**src/rtl/tsr_pkg.sv**
```systemverilog
package tsr_pkg;

  typedef enum logic [1:0] {
    ST_IDLE = 2'd0,
    ST_OPEN = 2'd1,
    ST_CMP  = 2'd2
  } tsr_state_e;

endpackage

```
**src/rtl/tsr_ctrl.sv**
```systemverilog
module tsr_ctrl
  import tsr_pkg::*;
(
  input  logic clk,
  input  logic rst_n,
  input  logic main_en,
  input  logic shadow_en,
  output logic main_take,
  output logic shadow_take,
  output logic cmp_now
);

  tsr_state_e state_q;
  tsr_state_e state_d;

  // operation sequence: open -> shadow close -> one compare cycle
  always_comb begin
    state_d     = state_q;
    main_take   = 1'b0;
    shadow_take = 1'b0;
    cmp_now     = 1'b0;
    unique case (state_q)
      ST_IDLE: begin
        if (main_en) begin
          main_take = 1'b1;
          state_d   = ST_OPEN;
        end
      end
      ST_OPEN: begin
        if (shadow_en) begin
          shadow_take = 1'b1;
          state_d     = ST_CMP;
        end
      end
      ST_CMP: begin
        cmp_now = 1'b1;
        state_d = ST_IDLE;
      end
      default: state_d = ST_IDLE;
    endcase
  end

  always_ff @(posedge clk or negedge rst_n) begin
    if (!rst_n) state_q <= ST_IDLE;
    else        state_q <= state_d;
  end

endmodule

```
**src/rtl/tsr_cmp.sv**
```systemverilog
module tsr_cmp #(
  parameter int WIDTH = 32
) (
  input  logic [WIDTH-1:0] a_i,
  input  logic [WIDTH-1:0] b_i,
  output logic             diff_o
);

  logic [WIDTH-1:0] bit_diff;

  for (genvar g = 0; g < WIDTH; g++) begin : g_bit
    assign bit_diff[g] = a_i[g] ^ b_i[g];
  end

  assign diff_o = |bit_diff;

endmodule

```
**src/rtl/tsr_regs.sv**
```systemverilog
module tsr_regs #(
  parameter int WIDTH = 32
) (
  input  logic             clk,
  input  logic             rst_n,
  input  logic [WIDTH-1:0] stage_d,
  input  logic             main_take,
  input  logic             shadow_take,
  input  logic             cmp_now,
  input  logic             mismatch,
  output logic [WIDTH-1:0] main_q,
  output logic [WIDTH-1:0] shadow_q,
  output logic [WIDTH-1:0] fix_q,
  output logic             fix_vld_q,
  output logic             err_q
);

  logic [WIDTH-1:0] main_d;
  logic             main_ce;
  logic             repair;

  assign repair = cmp_now & mismatch;

  always_comb begin
    main_ce = main_take | repair;
    main_d  = main_take ? stage_d : shadow_q;
  end

  always_ff @(posedge clk or negedge rst_n) begin
    if (!rst_n)       main_q <= '0;
    else if (main_ce) main_q <= main_d;
  end

  always_ff @(posedge clk or negedge rst_n) begin
    if (!rst_n)           shadow_q <= '0;
    else if (shadow_take) shadow_q <= stage_d;
  end

  always_ff @(posedge clk or negedge rst_n) begin
    if (!rst_n)       fix_q <= '0;
    else if (cmp_now) fix_q <= shadow_q;
  end

  always_ff @(posedge clk or negedge rst_n) begin
    if (!rst_n) begin
      err_q     <= 1'b0;
      fix_vld_q <= 1'b0;
    end else begin
      err_q     <= repair;
      fix_vld_q <= cmp_now;
    end
  end

endmodule

```
**src/rtl/tsr_stage_reg.sv**
```systemverilog
module tsr_stage_reg #(
  parameter int WIDTH = 32
) (
  input  logic             clk,
  input  logic             rst_n,
  input  logic [WIDTH-1:0] stage_d,
  input  logic             main_en,
  input  logic             shadow_en,
  output logic [WIDTH-1:0] main_q_o,
  output logic             err_o,
  output logic [WIDTH-1:0] fix_q_o,
  output logic             fix_vld_o
);

  logic [1:0]       rst_pipe;
  logic             rst_n_s;
  logic             main_take;
  logic             shadow_take;
  logic             cmp_now;
  logic             mismatch;
  logic [WIDTH-1:0] shadow_q;

  // assert asynchronously, release on the clock
  always_ff @(posedge clk or negedge rst_n) begin
    if (!rst_n) rst_pipe <= 2'b00;
    else        rst_pipe <= {rst_pipe[0], 1'b1};
  end
  assign rst_n_s = rst_pipe[1];

  tsr_ctrl u_ctrl (
    .clk         (clk),
    .rst_n       (rst_n_s),
    .main_en     (main_en),
    .shadow_en   (shadow_en),
    .main_take   (main_take),
    .shadow_take (shadow_take),
    .cmp_now     (cmp_now)
  );

  tsr_cmp #(.WIDTH(WIDTH)) u_cmp (
    .a_i    (main_q_o),
    .b_i    (shadow_q),
    .diff_o (mismatch)
  );

  tsr_regs #(.WIDTH(WIDTH)) u_regs (
    .clk         (clk),
    .rst_n       (rst_n_s),
    .stage_d     (stage_d),
    .main_take   (main_take),
    .shadow_take (shadow_take),
    .cmp_now     (cmp_now),
    .mismatch    (mismatch),
    .main_q      (main_q_o),
    .shadow_q    (shadow_q),
    .fix_q       (fix_q_o),
    .fix_vld_q   (fix_vld_o),
    .err_q       (err_o)
  );

  AST_ERR_SINGLE: assert property (@(posedge clk) disable iff (!rst_n_s)
    err_o |=> !err_o);

  AST_ERR_AFTER_SHADOW: assert property (@(posedge clk) disable iff (!rst_n_s)
    err_o |-> $past(shadow_take, 2));

  AST_MAIN_HELD_AT_SHADOW: assert property (@(posedge clk) disable iff (!rst_n_s)
    shadow_take |=> $stable(main_q_o));

  AST_REPAIRED_AGREES: assert property (@(posedge clk) disable iff (!rst_n_s)
    fix_vld_o |-> (main_q_o == fix_q_o));

  AST_ERR_WITH_FIX: assert property (@(posedge clk) disable iff (!rst_n_s)
    err_o |-> fix_vld_o);

endmodule

```
**config.mk**
```make
export PLATFORM = sky130hd
export DESIGN_NAME = tsr_stage_reg
export DESIGN_NICKNAME = d
export VERILOG_FILES = /design/src/rtl/tsr_pkg.sv /design/src/rtl/tsr_ctrl.sv /design/src/rtl/tsr_cmp.sv /design/src/rtl/tsr_regs.sv /design/src/rtl/tsr_stage_reg.sv
export SDC_FILE = /design/constraint.sdc
export NUM_CORES = 1
export LEC_CHECK = 0
export CAP_MARGIN = 20
export CELL_PAD_IN_SITES_DETAIL_PLACEMENT = 0
export CELL_PAD_IN_SITES_GLOBAL_PLACEMENT = 1
export CORE_MARGIN = 8
export CORE_UTILIZATION = 35
export DETAILED_ROUTE_END_ITERATION = 6
export DONT_BUFFER_PORTS = 1
export PLACE_DENSITY_LB_ADDON = 0.1
export SETUP_SLACK_MARGIN = 0.02
export SLEW_MARGIN = 15
export SYNTH_ARGS = -nofsm -noshare
export SYNTH_HDL_FRONTEND = slang
export SYNTH_HIERARCHICAL = 1
export SYNTH_SLANG_ARGS = --single-unit
```
**constraint.sdc**
```tcl
create_clock -name clk -period 5.1 [get_ports clk]
set_input_delay 1.02 -clock clk [delete_from_list [all_inputs] [get_ports clk]]
set_output_delay 1.02 -clock clk [all_outputs]
set_load 0.005 [all_outputs]
```
* Word-level counts from Yosys, hierarchy flattened
Index checks and enable logic that the tools add are counted.
** Storage, ports and cells
- Register bits after elaboration :: 102
- Bits of input ports :: 36
- Output and inout port bits :: 66
- Logic and storage cells :: 57
** Cells by class
- Equal/unequal tests :: 4
- Mux-type cells :: 9
- Bitwise gates (word level) :: 34
- Reductions and logical operators :: 3
** Operators with widths (count)
- 32-bit 2-to-1 mux :: 1
- 32-bit OR reduction :: 1
- 1-bit bitwise XOR :: 32
- 1-bit 2-to-1 mux :: 5
- 2-bit 2-to-1 mux :: 2
- 2-bit inequality test (second input constant) :: 2
- 2-bit case mux with 2 select lines :: 1
- 2-bit by 1-bit equality test with 1-bit output (second input constant) :: 1
- 2-bit equality test (second input constant) :: 1
- 2-bit zero test :: 1
- 2-bit AND reduction :: 1
- 1-bit bitwise AND :: 1
- 1-bit OR :: 1

* Logic depth before layout (Yosys ltp)
- Word-level depth :: 4
- Depth in mapped cells :: 8
- Depth with buffers taken out :: 6

* Hierarchy
The synthesis kept the hierarchy.
** By module, submodules not included
- tsr_regs :: instances 1, cells each 319, area an instance 4415.5 sq um, seq. area each 2452.4 sq um
- tsr_cmp :: instances 1, cells each 43, area an instance 346.6 sq um, seq. area each 0.0 sq um
- tsr_ctrl :: instances 1, cells each 10, area an instance 95.1 sq um, seq. area each 50.0 sq um
- tsr_stage_reg :: instances 1, cells each 3, area an instance 53.8 sq um, seq. area each 50.0 sq um

* Least setup slack after synthesis
OpenSTA, ideal clock, no wires.
- Path type :: input -> register
- Start point :: input port main_en
- End point :: register u_regs.main_q[10]
- Library setup time :: 140 ps
- Arrival time :: 1826 ps
- Required time :: 4960 ps
- Slack :: 3134 ps
- Stages :: 6
- Path buffers :: 2
- Cells stage by stage :: nand2b_1 > nor2_1 > buf_4 > buf_6 > nand4b_1 > o311ai_2
** Between the ends
- Cells in the longest elaborated chain, start to end :: 3
- Elaborated cells between the ends (all ways) :: 4
- Classes of those cells :: mux (3); bitwise (1)
** RTL lines
- start: declaration :: line tsr_stage_reg.sv:7 : input logic main_en,
- 1-bit 2-to-1 mux * :: line tsr_ctrl.sv:24 : if (main_en) begin
- 1-bit 2-to-1 mux * :: line tsr_ctrl.sv:22 : unique case (state_q)
- net main_take :: line tsr_stage_reg.sv:17 : logic main_take;
- 32-bit 2-to-1 mux or 1-bit OR (tied branches) :: line tsr_regs.sv:26, tsr_regs.sv:25
- end signal: assignment :: line tsr_regs.sv:31 : else if (main_ce) main_q <= main_d;
- end: declaration :: line tsr_regs.sv:11 : output logic [WIDTH-1:0] main_q,
The timed path passes the listed nets; every way through them passes the cells marked *.
A chain may end at the register's enable or synchronous reset.

* Worst setup path after layout
- Start point :: register u_ctrl.state_q[1]
- End point :: register u_regs.fix_q[25]
** Between the ends
- Cells in the longest elaborated chain, start to end :: 2
** RTL lines
- start: declaration :: line tsr_ctrl.sv:13 : tsr_state_e state_q;
- start signal: assignment :: line tsr_ctrl.sv:45 : else state_q <= state_d;
- 2-bit equality test :: line tsr_ctrl.sv:22
- 1-bit 2-to-1 mux :: line tsr_ctrl.sv:22
- net cmp_now :: line tsr_stage_reg.sv:19 : logic cmp_now;
- end signal: assignment :: line tsr_regs.sv:41 : else if (cmp_now) fix_q <= shadow_q;
- end: declaration :: line tsr_regs.sv:13 : output logic [WIDTH-1:0] fix_q,
The timed path passes the listed nets, and every way through them passes these cells.

==> metrics.cfg <==
[logic_synthesis]
synth-edff-count = 0
synthArstFlopShare_pct = 100.0
ys_ff_latch = 102
syn_nets = 411
syn_inst = 375
ys.flop_type = dfrtp_1
netlist_area_mm2 = 0.004911
avgSynthCellArea_um2 = 13.10
synth_warnings = 6
seq_area_frac_synth_pct = 51.97
synth_cell_type_count = 25

[setup_path]
critPathArrivalTime_ns = 2.51
worstSetupPathType = flip-flop to flip-flop
crit_fanout = 38
endpoint_kind = flip-flop
worstPathRequired_ns = 5.33
critical_path.startpoint_type = flip-flop

[placement]
place.gp.congestion = 0.7158
place_area_mm2 = 0.004971
dpl.hpwl_um = 7910
numPortBuffers = 0

[pwr]
peakVddDrop_mv = 0.2242
power_density_mw_per_mm2 = 644.8
finalPower_uw = 3433
p_leak_uw = 0.002065

[cells_and_area]
fillCellCount = 1350
layout_commonest_cell = dfrtp_1
utilization_pct = 38.65
drive_gt1_share_pct = 31.79
layout_common_cells = dfrtp_1, mux2_2, nand2_1
antenna_cells = 0
fin_nets = 399
area_growth_pct = 8.408
final_cell_area_mm2 = 0.005324

[global_route]
grt.busiest_layer = met2
grt.total_usage_pct = 14.24
grt_use_met3_pct = 4.160
grt_max_degree = 97
antenna_found_initial = 0
met1_usage_pct = 18.29
grt_pass1_vias = 3015
overflow = 0
gr-usage-met2_pct = 21.76
grt_pass1_wl_um = 19450

[detailed_routing]
ant_nets = 0
wl_um = 12340
vias_per_cell = 5.245
dr.pass1.iters = 4
drtIter0Drc = 168
wl_per_cell_um = 22.52
drcViolationCount = 0
vias = 2874

[sta]
relSlewSlack_pct = 30.21
finalCritPeriodShare_pct = 44.64
period_needed_ns = 2.277
setup_viol = 0
rsz0062_at_grt = no
slew_violations = 0
max_freq_mhz = 439.3
hold_viol_final = 0
worstMarginPinSlew_ns = 1.047
tns_ns = 0
fin_skew_ns = 0.007091

[cts]
numClockSinks = 102
cts_root_buf = clkbuf_16
clockBufferDepth = 2
hold_buffers = 0
cts_setup_buffers = 0
post_cts_resized = 0
cts_tree = yes
clk_pin_slew_ns = 0.07
clk_latency_ns = 0.35
numCtsBuffers = 9
htreeDepth = 3

[run_status]
status = completed

[floorplan]
start_util_pct = 35.66
pin_count = 102
dieArea_mm2 = 0.01808
num_rows = 43
coreArea_mm2 = 0.01377
fp.dieH_um = 134.5
chipWidth_um = 134.5

[hold_path]
min_path_type = flip-flop to asynchronous set/reset pin

[flow_run]
max-cap-violations = 0

[synth_stat cells, drive strengths merged (2+ instances only)]
| master | n | area [µm²] |
|---|---|---|
| nand4b | 32 | 280.3 |
| inv | 32 | 120.1 |
| nor2 | 3 | 11.26 |
| xnor2 | 32 | 280.3 |
| nor4 | 2 | 12.51 |
| nand2 | 34 | 127.6 |
| clkbuf | 5 | 22.52 |
| dfrtp | 102 | 2552 |
| buf | 23 | 192.7 |
| nand4 | 8 | 50.05 |
| o311ai | 32 | 498.0 |
| mux2 | 64 | 720.7 |
[cell families after synthesis]
family                    count (synthesis)  synth area share, %
AOI/OAI and AO/OA                        33                10.32
xor gates and xnor gates                 32                5.707
buffers and inverters                    60                6.828
DFF                                     102                51.97
muxes                                    64                14.68
other                                     1              0.07636
and+or+nand+nor                          83                10.42
[worst paths after layout]
kind / startpoint / endpoint / slack, ns / cells after the start
worst max-delay path: u_ctrl/state_q[1]$_DFFE_PN0P_ / u_regs/fix_q[25]$_DFFE_PN0P_ / 2.82 / 3
worst min-delay path: rst_pipe[1]$_DFF_PN0_ / u_regs/main_q[26]$_DFFE_PN0P_ / 0.36 / 0
worst max register to register: u_ctrl/state_q[1]$_DFFE_PN0P_ / u_regs/fix_q[25]$_DFFE_PN0P_ / 2.82 / 3
worst min register to register: rst_pipe[1]$_DFF_PN0_ / u_regs/main_q[26]$_DFFE_PN0P_ / 0.36 / 0
max in group asynchronous: rst_pipe[1]$_DFF_PN0_ / u_regs/shadow_q[9]$_DFFE_PN0P_ / 3.58 / 1
min in group clk: rst_pipe[0]$_DFF_PN0_ / rst_pipe[1]$_DFF_PN0_ / 0.36 / 0
[power breakdown]
part | switching [µW] | internal (µW)
Combinational | 441 | 572
Sequential | 463 | 1200
Clock | 309 | 444
[registers in the layout, indices dropped and copies added, names as in the netlist]
signal	cells
rst_pipe	2
u_ctrl/state_q	2
u_regs/err_q	1
u_regs/fix_q	32
u_regs/fix_vld_q	1
u_regs/main_q	32
u_regs/shadow_q	32
[per-stage QoR]
step | setup WS, ns | std cells | hold slack [ns]
finish | 2.823 | 548 | 0.3567
global route | 2.646 | 548 | 0.3406
CTS | 2.771 | 547 | 0.3398
detailed placement | 2.533 | 531 | 0.3365
global placement | 2.574 | 531 | 0.3377
floorplan | 2.048 | 375 | 0.3312
[critical path, stage by stage, from the launching register on]
cell,delay [ns]
dfrtp_1,0.50
and2b_2,0.66
buf_4,0.57
mux2_2,0.40
[layer usage]
layer	up-vias	wire, µm
met3	12	938
met2	85	5901
met1	1476	5287
li1	1301	-
met5	-	0
met4	0	216
[final cells by class]
| cell class | count | area [µm²] | share of cell area [%] |
|---|---|---|---|
| repair buffers | 5 | 57.56 | 1.081 |
| flip-flops and latches | 102 | 2556 | 48.01 |
| inverters | 32 | 120.1 | 2.256 |
| well taps | 180 | 225.2 | 4.230 |
| clock buffers | 11 | 242.7 | 4.559 |
| clock inverters | 5 | 82.58 | 1.551 |
| multi-input cells | 213 | 2039 | 38.31 |
No activity file was read; power rests on OpenSTA's default activity.
